==> config.mk <==
export PLATFORM = sky130hd
export DESIGN_NAME = sleep_wake_ctrl
export DESIGN_NICKNAME = d
export VERILOG_FILES = /design/src/rtl/slp_pkg.sv /design/src/rtl/slp_wake_qual.sv /design/src/rtl/slp_fsm.sv /design/src/rtl/slp_wdt_gate.sv /design/src/rtl/sleep_wake_ctrl.sv
export SDC_FILE = /design/constraint.sdc
export NUM_CORES = 1
export LEC_CHECK = 0
export CORE_AREA = 4 4 41 43
export CTS_CLUSTER_DIAMETER = 100
export DETAILED_ROUTE_END_ITERATION = 8
export DIE_AREA = 0 0 45 47
export DONT_BUFFER_PORTS = 1
export GPL_ROUTABILITY_DRIVEN = 0
export PLACE_DENSITY = 0.35
export SYNTH_ARGS = -nofsm -noshare
export SYNTH_HDL_FRONTEND = slang
export SYNTH_HIERARCHICAL = 1
export SYNTH_SLANG_ARGS = --single-unit
==> constraint.sdc <==
create_clock -name clk_i -period 0.8 [get_ports clk_i]
set_input_delay 0.04 -clock clk_i [delete_from_list [all_inputs] [get_ports clk_i]]
set_output_delay 0.04 -clock clk_i [all_outputs]
set_load 0.005 [all_outputs]
==> src/rtl/slp_pkg.sv <==
package slp_pkg;
  typedef enum logic {
    ST_RUN   = 1'b0,
    ST_SLEEP = 1'b1
  } slp_state_e;
endpackage

==> src/rtl/slp_wake_qual.sv <==
module slp_wake_qual #(
  parameter int PRIO_W = 4
) (
  input  logic              clk_i,
  input  logic              rst_ni,
  input  logic              pend_i,
  input  logic              en_i,
  input  logic [PRIO_W-1:0] prio_i,
  input  logic [PRIO_W-1:0] ipl_i,
  output logic              qual_o
);
  logic above;

  assign above  = prio_i > ipl_i;
  assign qual_o = pend_i & en_i & above;

  // strict comparison: equal priority never wakes
  assert_strict_prio_R5: assert property (@(posedge clk_i) disable iff (!rst_ni)
    qual_o |-> (prio_i != ipl_i) && en_i);
endmodule

==> src/rtl/slp_fsm.sv <==
module slp_fsm
  import slp_pkg::*;
(
  input  logic clk_i,
  input  logic rst_ni,
  input  logic wait_i,
  input  logic stby_sel_i,
  input  logic qual_i,
  output logic sleep_o,
  output logic wake_o,
  output logic mask_set_o
);
  slp_state_e state_q, state_d;
  logic       wait_ok;
  logic       wake_q;

  assign wait_ok = (state_q == ST_RUN) & wait_i & ~stby_sel_i;

  always_comb begin
    state_d = state_q;
    unique case (state_q)
      ST_RUN:   if (wait_ok && !qual_i) state_d = ST_SLEEP;
      ST_SLEEP: if (qual_i) state_d = ST_RUN;
      default:  state_d = ST_RUN;
    endcase
  end

  always_ff @(posedge clk_i or negedge rst_ni) begin
    if (!rst_ni) begin
      state_q <= ST_RUN;
      wake_q  <= 1'b0;
    end else begin
      state_q <= state_d;
      wake_q  <= (state_q == ST_SLEEP) & qual_i;
    end
  end

  assign sleep_o    = (state_q == ST_SLEEP);
  assign wake_o     = wake_q;
  assign mask_set_o = wait_ok;

  assert_enter_R2: assert property (@(posedge clk_i) disable iff (!rst_ni)
    (!sleep_o && wait_i && !stby_sel_i && !qual_i) |=> sleep_o);
  assert_stay_asleep_R2: assert property (@(posedge clk_i) disable iff (!rst_ni)
    (sleep_o && !qual_i) |=> sleep_o);
  assert_stby_R3: assert property (@(posedge clk_i) disable iff (!rst_ni)
    (!sleep_o && stby_sel_i) |=> !sleep_o);
  assert_wake_R6: assert property (@(posedge clk_i) disable iff (!rst_ni)
    (sleep_o && qual_i) |=> (!sleep_o && wake_o));
  assert_wake_pulse_R6: assert property (@(posedge clk_i) disable iff (!rst_ni)
    wake_o |=> !wake_o);
  assert_race_R7: assert property (@(posedge clk_i) disable iff (!rst_ni)
    (!sleep_o && qual_i) |=> (!sleep_o && !wake_o));
  assert_sleep_wait_R11: assert property (@(posedge clk_i) disable iff (!rst_ni)
    sleep_o |-> !mask_set_o);
endmodule

==> src/rtl/slp_wdt_gate.sv <==
module slp_wdt_gate (
  input  logic clk_i,
  input  logic rst_ni,
  input  logic sleep_i,
  input  logic auto_mode_i,
  input  logic opt_stop_i,
  input  logic reg_stop_i,
  output logic cnt_en_o
);
  logic stop_sel;

  // each start mode owns its stop bit
  assign stop_sel = auto_mode_i ? opt_stop_i : reg_stop_i;
  assign cnt_en_o = ~(sleep_i & stop_sel);

  assert_wdt_run_R10: assert property (@(posedge clk_i) disable iff (!rst_ni)
    !sleep_i |-> cnt_en_o);
  assert_wdt_auto_R8: assert property (@(posedge clk_i) disable iff (!rst_ni)
    (sleep_i && auto_mode_i) |-> (cnt_en_o != opt_stop_i));
  assert_wdt_reg_R9: assert property (@(posedge clk_i) disable iff (!rst_ni)
    (sleep_i && !auto_mode_i) |-> (cnt_en_o != reg_stop_i));
endmodule

==> src/rtl/sleep_wake_ctrl.sv <==
module sleep_wake_ctrl #(
  parameter int PRIO_W = 4
) (
  input  logic              clk_i,
  input  logic              rst_ni,
  input  logic              wait_i,
  input  logic              stby_sel_i,
  input  logic [PRIO_W-1:0] cpu_ipl_i,
  input  logic              irq_pend_i,
  input  logic              irq_en_i,
  input  logic [PRIO_W-1:0] irq_prio_i,
  input  logic              wdt_auto_mode_i,
  input  logic              wdt_opt_stop_i,
  input  logic              wdt_reg_stop_i,
  output logic              cpu_clk_en_o,
  output logic              wdt_cnt_en_o,
  output logic              wake_o,
  output logic              mask_set_o
);
  logic qual;
  logic sleep;

  slp_wake_qual #(.PRIO_W(PRIO_W)) u_qual (
    .clk_i  (clk_i),
    .rst_ni (rst_ni),
    .pend_i (irq_pend_i),
    .en_i   (irq_en_i),
    .prio_i (irq_prio_i),
    .ipl_i  (cpu_ipl_i),
    .qual_o (qual)
  );

  slp_fsm u_fsm (
    .clk_i      (clk_i),
    .rst_ni     (rst_ni),
    .wait_i     (wait_i),
    .stby_sel_i (stby_sel_i),
    .qual_i     (qual),
    .sleep_o    (sleep),
    .wake_o     (wake_o),
    .mask_set_o (mask_set_o)
  );

  slp_wdt_gate u_wdt (
    .clk_i       (clk_i),
    .rst_ni      (rst_ni),
    .sleep_i     (sleep),
    .auto_mode_i (wdt_auto_mode_i),
    .opt_stop_i  (wdt_opt_stop_i),
    .reg_stop_i  (wdt_reg_stop_i),
    .cnt_en_o    (wdt_cnt_en_o)
  );

  assign cpu_clk_en_o = ~sleep;

  assert_mask_R4: assert property (@(posedge clk_i) disable iff (!rst_ni)
    mask_set_o |-> (wait_i && !stby_sel_i && cpu_clk_en_o));
endmodule

Word-level counts from Yosys, hierarchy flattened
Cells that the tools add are included.

cells by class
  order comparisons = 1
  multiplexer cells = 4
  bitwise gates (word level) = 9
  reductions and logical operators = 2

operator list
  operator                            count
  AND 1 bit                           6
  > comparator 4 bit                  1
  two-way mux 1 bit                   3
  NOT 1 bit                           3
  one-hot mux 1 bit (2 select lines)  1
  logical AND 1 bit                   1
  logical NOT 1 bit                   1

storage, ports and cells
  register bits = 2
  input bits = 17
  word-level logic and storage cells = 18

Depth between registers and ports, before layout
Gate-level depths: netlist of run 1.

  word-level depth = 6
  mapped depth = 6
  mapped depth without buffers = 6

Hierarchy
The synthesis of run 1 kept the hierarchy.

by module, submodules not included
  module           instances  cells each  area an instance (um^2)
  slp_wake_qual    1          14          100.1
  slp_fsm          1          7           86.3
  slp_wdt_gate     1          2           15.0
  sleep_wake_ctrl  1          1           3.8

Worst setup path before layout of run 1
OpenSTA, ideal clock, no wires.

  path kind = input to register
  start point = input cpu_ipl_i[1]
  end point = register u_fsm.wake_q, in the netlist u_fsm/wake_o
  data arrival time = 0.846 ns
  required time = 0.681 ns
  slack = -0.165 ns
  stages on the path = 6
  buffers on the path = 0
  cell sequence = inv_1 ha_1 nor2b_1 o211ai_1 a21oi_1 and2_1

between the ends
  longest elaborated chain between the ends = 3

RTL lines
  what                  RTL line               source
  from (decl)           sleep_wake_ctrl.sv:8   input logic [PRIO_W-1:0] cpu_ipl_i,
  > comparator 4 bit    slp_wake_qual.sv:14    assign above = prio_i > ipl_i;
  AND 1 bit             slp_wake_qual.sv:15    assign qual_o = pend_i & en_i & above;
  net qual              sleep_wake_ctrl.sv:20  logic qual;
  AND 1 bit             slp_fsm.sv:34          wake_q <= (state_q == ST_SLEEP) & qual_i;
  to (signal assigned)  slp_fsm.sv:34
  to (decl)             slp_fsm.sv:15          logic wake_q;

The timed path passes the listed nets, and every way through them passes these cells.

Worst setup path after layout of run 1
  start point = register u_fsm.state_q, in the netlist u_fsm/sleep_o
  end point = output mask_set_o

between the ends
  longest elaborated chain between the ends = 3

RTL lines
  what                     RTL line               source
  from (decl)              slp_fsm.sv:13          slp_state_e state_q, state_d;
  from (signal assigned)   slp_fsm.sv:33          state_q <= state_d;
  NOT 1 bit                -
  AND 1 bit (2 in series)  slp_fsm.sv:17          assign wait_ok = (state_q == ST_RUN) & wait_i & ~stby_sel_i;
  to (decl)                sleep_wake_ctrl.sv:18  output logic mask_set_o

No other way between the ends.

==> results of run 1 <==
[registers in the layout (all words and copies together) (netlist names)]
name,flops
u_fsm/sleep_o,1
u_fsm/wake_o,1
[placed cells by master (no fill, tap or decap)]
cell	count
inv_1	5
clkbuf_4	3
ha_1	3
dlygate4sd3_1	2
a21oi_1	2
and2_1	1
nand2b_4	1
nor2_2	1
a21oi_2	1
dfrtp_2	1
dfrtp_1	1
inv_12	1
nor2b_1	1
o211ai_1	1
nand4_1	1
nand3_1	1
ha_4	1
mux2_1	1
nand2_2	1
[per-layer routing]
layer	routed length, um	GRT usage [%]
met1	170	4.98
met2	193	6.78
met3	100	2.30
met4	0	7.02
met5	0	0
[worst min-delay path by stage]
stage | from | end | slack (ns)
after floorplan | rst_ni | u_fsm/sleep_o | -0.26
after global placement | rst_ni | u_fsm/wake_o | -0.26
after detailed placement | rst_ni | u_fsm/wake_o | -0.26
after CTS | rst_ni | u_fsm/wake_o | 0.04
after global routing | rst_ni | u_fsm/sleep_o | 0.06
final | rst_ni | u_fsm/wake_o | 0.06
[report_power, final]
part           switching [mW]  leakage, nW  total [mW]  internal, mW
registers              0.0155       0.0235       0.131         0.115
logic                  0.0451        0.106      0.0980        0.0529
clock network          0.0506       0.0138       0.215         0.165
total                   0.111        0.143       0.444         0.333
[final cells by class]
| class | instances | area [um2] |
|---|---|---|
| Timing Repair Buffer | 2 | 20.0 |
| Multi-Input combinational cell | 16 | 150 |
| Fill cell | 151 | 1000 |
| Clock buffer | 3 | 22.5 |
| Inverter | 6 | 35.0 |
| Tap cell | 15 | 18.8 |
| Sequential cell | 2 | 51.3 |
[per-stage QoR]
stage          hold slack (ns)  instance area, um2
2_1_floorplan           -0.256                 230
3_3_place_gp            -0.256                 249
3_5_place_dp            -0.256                 249
4_1_cts                 0.0441                 294
5_1_grt                 0.0568                 298
6_report                0.0588                 298
[cell families (layout without fill, tap and decap cells)]
group,count (synthesis),count (layout),synth area share [%]
and+or+nand+nor,7,7,21.9
AOI/OAI and AO/OA,4,4,12.8
DFF,2,2,24.4
adders and majority gates,4,4,24.4
buffers and inverters,6,11,11.0
muxes,1,1,5.49
[repair_timing]
item / CTS / global route
endpoints found under the hold margin: 3 / 0
gates cloned: 0 / 0
pin swaps: 1 / 0
hold buffers: 2 / 0
resized for setup: 1 / 2
endpoints found under the setup margin: 1 / 3
==> summary.md, run 1 <==
| Metric | Value |
|---|---|
| Routed len/inst | 10.5 um |
| Root Buffer | clkbuf_4 |
| Largest net degree at the start of global routing | 6 |
| Final #Nets | 52 |
| Routed wire length | 464 um |
| Die area | 2120 um2 |
| Core ar. | 1300 um2 |
| CP max FO | 5 |
| Worst setup EP type | primary output |
| Startpoint type of the worst setup path | flip-flop |
| CP Cell Sequence | nor2_2 |
| Vias per inst | 4.14 |
| First-pass GRT wire length | 703 um |
| Number of enable-type register cells in the synthesized netlist | 0 |
| Run status | complete, no violations |
| Post-synth top area share | 24.4% |
| Die W | 45 um |
| Worst EP required | 0.76 ns |
| Most area-hungry cell type in the Yosys netlist | dfrtp_1 |
| Crit path largest cell delay | 0.43 ns |
| Synth cell types | 14 |
| Cell row count | 13 |
| Final Power | 0.444 mW |
| Worst path arrival time | 0.75 ns |
| Slowest-stage cell, CP | dfrtp_2 |
| TritonCTS clock tree | yes |
| Crit path kind | flip-flop to primary output |
| RSZ-0062 raised after global routing | true |
| Async S/R FF share, synth | 100% |
| Fmax | 1.26 GHz |
| Vias | 182 |
| Peak supply drop | 0.291 mV |
| Ys flop type | dfrtp_1 |
| WP buf/inv | 0 |
| Period utilization | 99.1% |
| Inst Count DP | 39 |
| Worst Tran Pin Value | 0.203 ns |
| Final worst path period need | 0.793 ns |
| Post-synth top cells | inv_1, ha_1, a21oi_1, dfrtp_1 |
| CTS Buf Count | 3 |
| Worst-path clk slew | 0.03 ns |
| Chip height | 47 um |
| Crit. Startpoint | u_fsm/sleep_o |
| Top post-synthesis cells by area | dfrtp_1, ha_1, inv_1 |
| Remaining antenna violation count after routing | 0 |
| Worst-Skew Late Latency | 0.22 ns |
| Setup WS pre-CTS | -0.180 ns |
| Max Cap Viol | 0 |
| I/O pin count | 21 |
| Average size of a mapped cell | 8.55 um2 |
| Final WS setup | 0.00711 ns |
| DR iter-0 viols | 3 |
| Reg2reg start | u_fsm/sleep_o |
| Synth warn | 6 |
| CP endpoint | mask_set_o |
| Post-layout util | 22.9% |
| Layout area overhead | 45.1% |
| Post-Syn Nets | 45 |
| Leak | 0.143 nW |
| Layout cell share with drive strength beyond 1 | 34.5% |
| R2r endpoint | u_fsm/wake_o |
| Final max-slew violation count | 0 |
| R2R depth | 1 |
| Post-CTS Setup Repair Bufs | 0 |
| Initial antenna violation count | 0 |
| Final std cells w/o fill | 44 |
| Most common cell in the synthesized netlist | inv_1 |
| Slew Limit Headroom | 86.5% |
| Number of hold violations in the final report | 0 |
| Clock buffer depth | 2 |
| Antenna Cells | 0 |
| Cell Area, Synth | 205 um2 |
| Initial Util | 15.8% |
| Crit-path leading delay family | flip-flops |
| TritonRoute pass-1 iters | 2 |
| Clock sink count | 2 |
| Gr ovfl total | 0 |
| Hold Crit Class | input pin to async pin |
| FF-to-FF setup slack | 0.09 ns |
| Finish-stage setup viols | 0 |
| Post-synthesis instance total | 24 |
| Residual DRC | 0 |
| Crit. path cell count | 1 |
| Number of global-route vias before repair | 198 |
| TNS Setup | 0 ns |
| Dpl hpwl | 409 um |
| # port buffers | 0 |
| Seq/Total Area, Yosys | 24.4% |
| Global-route usage over all layers | 5.05% |
| Yosys reg bits | 2 |
| Worst clock skew | 0.00174 ns |
| CTS H-tree lvls | 1 |
| Cell Pwr Density | 1490 nW/um2 |
No activity file was read; power rests on OpenSTA's default activity.
==> run 2, diff against run 1 <==
--- a/config.mk
+++ b/config.mk
@@ -6,12 +6,14 @@
 export NUM_CORES = 1
 export LEC_CHECK = 0
 export CORE_AREA = 4 4 41 43
+export CTS_BUF_LIST = sky130_fd_sc_hd__clkbuf_8
 export CTS_CLUSTER_DIAMETER = 100
 export DETAILED_ROUTE_END_ITERATION = 8
 export DIE_AREA = 0 0 45 47
 export DONT_BUFFER_PORTS = 1
 export GPL_ROUTABILITY_DRIVEN = 0
 export PLACE_DENSITY = 0.35
+export SETUP_SLACK_MARGIN = 0.3
 export SYNTH_ARGS = -nofsm -noshare
 export SYNTH_HDL_FRONTEND = slang
 export SYNTH_HIERARCHICAL = 1
==> summary.md, run 2 (synthesis results as in run 1) <==
| Metric | Value |
|---|---|
| Run status | finished, violations left |
| Failing checks | hold timing |
| Leak | 0.154 nW (+7.5%) |
| First-pass GRT wire length | 710 um (+1.0%) |
| CP max FO | 5 (unchanged) |
| Crit path kind | flip-flop to primary output |
| Residual DRC | 0 (unchanged) |
| Layout cell share with drive strength beyond 1 | 46.4% (+12 points) |
| Peak supply drop | 0.326 mV (+12%) |
| Area of the multi-input gates | 179 um2 (+19%) |
| Final instance area | 335 um2 (+13%) |
| Die W | 45 um (unchanged) |
| Worst-path clk slew | 0.03 ns (about the same) |
| Setup WS pre-CTS | -0.180 ns (unchanged) |
| Fmax | 1.29 GHz (+2.5%) |
| CTS Buf Count | 3 (unchanged) |
| Slowest-stage cell, CP | dfrtp_2 |
| I/O pin count | 21 (unchanged) |
| Most frequent cells in the layout | inv_1, clkbuf_8, a21oi_2, ha_4, ha_1 |
| Crit path largest cell delay | 0.43 ns (about the same) |
| Reg2reg start | u_fsm/sleep_o |
| Final worst path period need | 0.774 ns (-0.0194 ns) |
| Min-delay src | wait_i |
| Clock buffer depth | 2 (unchanged) |
| Largest net degree at the start of global routing | 6 (unchanged) |
| Slew Limit Headroom | 87.3% (+0.84 points) |
| Crit. Startpoint | u_fsm/sleep_o |
| Worst EP required | 0.76 ns (about the same) |
| CP Cell Sequence | nor2_4 |
| Cell Pwr Density | 1900 nW/um2 (+27%) |
| CTS H-tree lvls | 1 (unchanged) |
| Placed Area | 249 um2 (unchanged) |
| # port buffers | 0 (unchanged) |
| Vias | 191 (+4.9%) |
| Fin Hold WS | -0.00406 ns (-0.0628 ns) |
| Initial Util | 15.8% (unchanged) |
| Worst-Skew Late Latency | 0.21 ns (about the same) |
| Startpoint type of the worst setup path | flip-flop |
| Remaining antenna violation count after routing | 0 (unchanged) |
| Die area | 2120 um2 (unchanged) |
| Finish-stage setup viols | 0 (unchanged) |
| Gr ovfl total | 0 (unchanged) |
| Hold Crit Class | input pin to flip-flop |
| Global-route usage over all layers | 5.44% (+0.39 points) |
| Worst Tran Pin Value | 0.189 ns (-0.0134 ns) |
| Root Buffer | clkbuf_8 |
| Antenna Cells | 0 (unchanged) |
| Fillers | 148 (-2.0%) |
| FF-to-FF setup slack | 0.11 ns (+0.02 ns) |
| Post-CTS Hold Buffers | 1 (-1) |
| Crit-path leading delay family | flip-flops |
| TritonRoute pass-1 iters | 2 (unchanged) |
| Final max-slew violation count | 0 (unchanged) |
| TNS Setup | 0 ns (unchanged) |
| Routed wire length | 491 um (+5.8%) |
| WP buf/inv | 0 (unchanged) |
| Cell row count | 13 (unchanged) |
| Dpl hpwl | 409 um (unchanged) |
| Initial antenna violation count | 0 (unchanged) |
| Core ar. | 1300 um2 (unchanged) |
| Worst path arrival time | 0.73 ns (-0.02 ns) |
| Seq. cell area | 51.3 um2 (unchanged) |
| Vias per inst | 4.44 (+7.4%) |
| Worst setup EP type | primary output |
| Number of global-route vias before repair | 181 (-8.6%) |
| Chip height | 47 um (unchanged) |
| Final #Nets | 51 (-1.9%) |
| Clock sink count | 2 (unchanged) |
| Period utilization | 96.7% (-2.4 points) |
| TritonCTS clock tree | yes |
| Most common cell after layout, fill and taps aside | inv_1 |
| Worst clock skew | 0.00172 ns (-0.0000222 ns) |
| Final WS setup | 0.0265 ns (+0.0194 ns) |
| Routed len/inst | 11.4 um (+8.3%) |
| Number of hold violations in the final report | 1 (+1) |
| RSZ-0062 raised after global routing | true |
| Layout area overhead | 63.4% |
| Max Cap Viol | 0 (unchanged) |
| DR iter-0 viols | 1 (-2) |
[run 2: worst paths after layout]
check	to	depth (start not counted)
max in group asynchronous	u_fsm/sleep_o	1
max	mask_set_o	1
max reg2reg	u_fsm/wake_o	1
min	u_fsm/sleep_o	2
min in group asynchronous	u_fsm/wake_o	1
min reg2reg	u_fsm/wake_o	1
[run 2: per-stage QoR]
stage / total power, mW / std cells / utilization (%) / hold slack, ns
final: 0.636 / 43 / 25.8 / -0.00406
after global routing: 0.686 / 43 / 25.8 / -0.00334
after CTS: 0.636 / 43 / 24.5 / -0.0195
after detailed placement: 0.215 / 39 / 19.1 / -0.256
after global placement: 0.213 / 39 / 19.1 / -0.256
after floorplan: 0.198 / 24 / - / -0.256
[run 2: layout make-up]
| class | instances | area share, % |
|---|---|---|
| multi-input combinational | 16 | 53.4 |
| sequential | 2 | 15.3 |
| clock buffer | 3 | 12.3 |
| inverter | 6 | 10.4 |
| tap | 15 | 5.60 |
| timing repair buffer | 1 | 2.99 |
[run 2: power breakdown]
part           internal, mW  leakage (nW)  switching (mW)  total (mW)
clock                 0.318        0.0216          0.0737       0.391
sequential            0.115        0.0235          0.0177       0.133
combinational        0.0619         0.109          0.0500       0.112
[run 2: what timing repair did]
| item | in CTS | in global routing |
|---|---|---|
| endpoints found under the hold margin | 3 | 1 |
| cloned | 0 | 0 |
| setup endpoints to repair | 6 | 6 |
| setup buffers | 0 | 0 |
| gates resized for setup | 3 | 5 |
| pin swaps | 3 | 5 |
[run 2: metal layers]
layer / part of all wire (%) / global-route usage [%] / vias up
met2: 38 / 6.21 / 21
met5: 0 / 0 / -
met3: 19 / 3.45 / 4
met4: 4.3 / 8.77 / 0
li1: - / - / 87
met1: 38 / 5.19 / 79
==> run 3, diff against run 2 <==
--- a/config.mk
+++ b/config.mk
@@ -5,6 +5,8 @@
 export SDC_FILE = /design/constraint.sdc
 export NUM_CORES = 1
 export LEC_CHECK = 0
+export ABC_AREA = 1
+export CAP_MARGIN = 20
 export CORE_AREA = 4 4 41 43
 export CTS_BUF_LIST = sky130_fd_sc_hd__clkbuf_8
 export CTS_CLUSTER_DIAMETER = 100
@@ -12,7 +14,7 @@
 export DIE_AREA = 0 0 45 47
 export DONT_BUFFER_PORTS = 1
 export GPL_ROUTABILITY_DRIVEN = 0
-export PLACE_DENSITY = 0.35
+export PLACE_DENSITY = 0.37
 export SETUP_SLACK_MARGIN = 0.3
 export SYNTH_ARGS = -nofsm -noshare
 export SYNTH_HDL_FRONTEND = slang
==> summary.md, run 3 <==
| Metric | Value |
|---|---|
| Cell Pwr Density | 1700 nW/um2 (-10%) |
| R2r endpoint | u_fsm/sleep_o |
| Post-Syn Nets | 57 (+27%) |
| Top post-synthesis cells by area | inv_1, dfrtp_1, ha_1 |
| Startpoint type of the worst setup path | flip-flop |
| CTS Buf Count | 3 (unchanged) |
| Fillers | 146 (-1.4%) |
| Sw Ratio | 23.5% (+1.3 points) |
| Final std cells w/o fill | 55 (+28%) |
| Crit. path cell count | 1 (unchanged) |
| Cell row count | 13 (unchanged) |
| Number of global-route vias before repair | 215 (+19%) |
| Die W | 45 um (unchanged) |
| TritonCTS clock tree | yes |
| First-pass GRT wire length | 869 um (+22%) |
| Slowest-stage cell, CP | dfrtp_2 |
| Hold Crit Class | input pin to flip-flop |
| Placed Area | 328 um2 (+32%) |
| Crit-path leading delay family | flip-flops |
| XOR/XNOR share of the synthesized area | 0% (unchanged) |
| Synth warn | 6 (unchanged) |
| Finish-stage setup viols | 0 (unchanged) |
| Max Cap Viol | 0 (unchanged) |
| Seq/Total Area, Yosys | 21.5% (-2.9 points) |
| Number of enable-type register cells in the synthesized netlist | 0 (unchanged) |
| Clock sink count | 2 (unchanged) |
| Vias per inst | 3.89 (-12%) |
| Ys flop type | dfrtp_1 |
| Initial antenna violation count | 0 (unchanged) |
| RSZ-0062 raised after global routing | true |
| Layout cell share with drive strength beyond 1 | 47.5% (+1.1 points) |
| Final max-slew violation count | 0 (unchanged) |
| Post-Synth Adder-Cell Area | 21.5% (-2.9 points) |
| Clock power frac | 60.0% (-1.5 points) |
| R2R depth | 2 (+1) |
| Core ar. | 1300 um2 (unchanged) |
| Most common cell after layout, fill and taps aside | inv_1 |
| Worst-path clk slew | 0.03 ns (about the same) |
| Worst path arrival time | 0.74 ns (about the same) |
| Dpl hpwl | 499 um (+22%) |
| CP Cell Sequence | nor2_2 |
| Chip height | 47 um (unchanged) |
| Remaining antenna violation count after routing | 0 (unchanged) |
| FF-to-FF setup slack | 0.12 ns (about the same) |
| Final #Nets | 63 (+24%) |
| Gr ovfl total | 0 (unchanged) |
| Fmax | 1.28 GHz (-0.95%) |
| Inst Count DP | 51 (+31%) |
| Seq. cell area | 51.3 um2 (unchanged) |
| Crit path kind | flip-flop to primary output |
| Final worst path period need | 0.781 ns (+0.00744 ns) |
| Yosys reg bits | 2 (unchanged) |
| Most frequent cells in the layout | inv_1, nand2_1, ha_4 |
| CTS H-tree lvls | 1 (unchanged) |
| Post-synthesis instance total | 36 (+50%) |
| Number of hold violations in the final report | 0 (-1) |
| Routed wire length | 545 um (+11%) |
| Global-route usage over all layers | 6.07% (+0.64 points) |
| Worst EP required | 0.76 ns (about the same) |
| Period utilization | 97.6% (+0.93 points) |
| Leak | 0.196 nW (+27%) |
| Crit. Startpoint | u_fsm/sleep_o |
| Die area | 2120 um2 (unchanged) |
| Peak supply drop | 0.272 mV (-17%) |
| Crit path largest cell delay | 0.43 ns (about the same) |
| Min-delay src | wait_i |
| Synth Area in Simple Gates | 23.1% (+1.2 points) |
| Largest family of logic cells by synthesized area | simple AND/OR/NAND/NOR gates |
| Reg2reg start | u_fsm/sleep_o |
| Antenna Cells | 0 (unchanged) |
| WP buf/inv | 0 (unchanged) |
| Fin Hold WS | 0.0256 ns (+0.0296 ns) |
| Residual DRC | 0 (unchanged) |
| Worst Tran Pin Value | 0.161 ns (-0.0288 ns) |
| Async S/R FF share, synth | 100% (unchanged) |
| Initial Util | 17.9% (+2.1 points) |
| Worst clock skew | 0.00104 ns (-0.000682 ns) |
| Routed len/inst | 9.91 um (-13%) |
| TritonRoute pass-1 iters | 1 (-1) |
| Most common cell in the synthesized netlist | inv_1 |
| Layout area overhead | 64.5% |
| Root Buffer | clkbuf_8 |
| Compound-gate portion of the synthesized area | 11.3% (-1.5 points) |
| Area of the multi-input gates | 191 um2 (+7.0%) |
| Cell Area, Synth | 233 um2 (+13%) |
| Slew Limit Headroom | 89.3% (+2.0 points) |
| Average size of a mapped cell | 6.46 um2 (-24%) |
| # port buffers | 0 (unchanged) |
| Worst setup EP type | primary output |
| CP max FO | 5 (unchanged) |
| Final instance area | 383 um2 (+14%) |
| Clock buffer depth | 2 (unchanged) |
| Post-CTS Setup Repair Bufs | 0 (unchanged) |
| I/O pin count | 21 (unchanged) |
| DR iter-0 viols | 0 (-1) |
| Run status | complete, no violations |
| Vias | 214 (+12%) |
| Mux cell area share after synthesis | 0% (-5.5 points) |
| Synth cell types | 10 (-4) |
| Post-synth top cells | inv_1, nand2_1, ha_1 |
| Hold path cells | 2 (unchanged) |
| Internal power | 0.498 mW (+0.65%) |
| Worst-Skew Late Latency | 0.21 ns (about the same) |
| Logic pwr share | 19.9% (+2.3 points) |
| Most area-hungry cell type in the Yosys netlist | inv_1 |
| Post-synth top area share | 22.6% (-1.8 points) |
| TNS Setup | 0 ns (unchanged) |
| Seq pwr share | 20.1% (-0.8 points) |
| Largest net degree at the start of global routing | 6 (unchanged) |
| WHS Endpoint | u_fsm/sleep_o |
| P_sw | 0.153 mW (+8.1%) |
==> run 3: power by group through the flow <==
stage / Sequential [mW] / Combinational [mW] / Clock [mW]
after global placement: 0.127 / 0.122 / 0
after CTS: 0.132 / 0.135 / 0.406
after global routing: 0.134 / 0.153 / 0.413
after detailed placement: 0.130 / 0.128 / 0
final: 0.131 / 0.130 / 0.390
after floorplan: 0.125 / 0.109 / 0
==> run 3: layout make-up <==
type | count | area share [%]
Clock buffer | 3 | 10.8
Tap cell | 15 | 4.90
Timing Repair Buffer | 1 | 2.61
Sequential cell | 2 | 13.4
Multi-Input combinational cell | 20 | 50.0
Inverter | 14 | 18.3
==> run 3: per-stage QoR <==
stage / worst slack (ns) / power, mW / util [%]
global placement: -0.00553 / 0.250 / 25.2
detailed placement: -0.0187 / 0.258 / 25.2
finish: 0.0190 / 0.651 / 29.4
global route: -0.00747 / 0.699 / 29.4
CTS: 0.00417 / 0.673 / 29.4
floorplan: 0.0421 / 0.234 / -
==> run 3: cell families after synthesis <==
| group | Yosys count |
|---|---|
| AOI/OAI and AO/OA | 4 |
| buffers and inverters | 14 |
| DFF | 2 |
| and+or+nand+nor | 12 |
| adders and majority gates | 4 |
==> run 3: how the worst max path moves through the flow <==
stage | end | slack, ns
final | mask_set_o | 0.02
after global routing | mask_set_o | -0.007
after CTS | mask_set_o | 0.004
after detailed placement | u_fsm/wake_o | -0.02
after global placement | u_fsm/wake_o | -0.006
after floorplan | u_fsm/wake_o | 0.04
==> run 3: per-layer routing <==
layer  vias to the layer above  GRT usage [%]  wire [um]
met2                        13           11.9        305
met3                         0           2.30         71
met1                        90           4.52        168
met5                         -              0          0
li1                        111              -          -
met4                         0           5.26          0
==> run 3: what timing repair did <==
item                                   in CTS  in global routing
cloned                                      0                  0
hold buffers                                1                  0
endpoints found under the hold margin       2                  0
setup endpoints to repair                   6                  6
pin swaps                                   2                  1
gates resized for setup                     2                  0
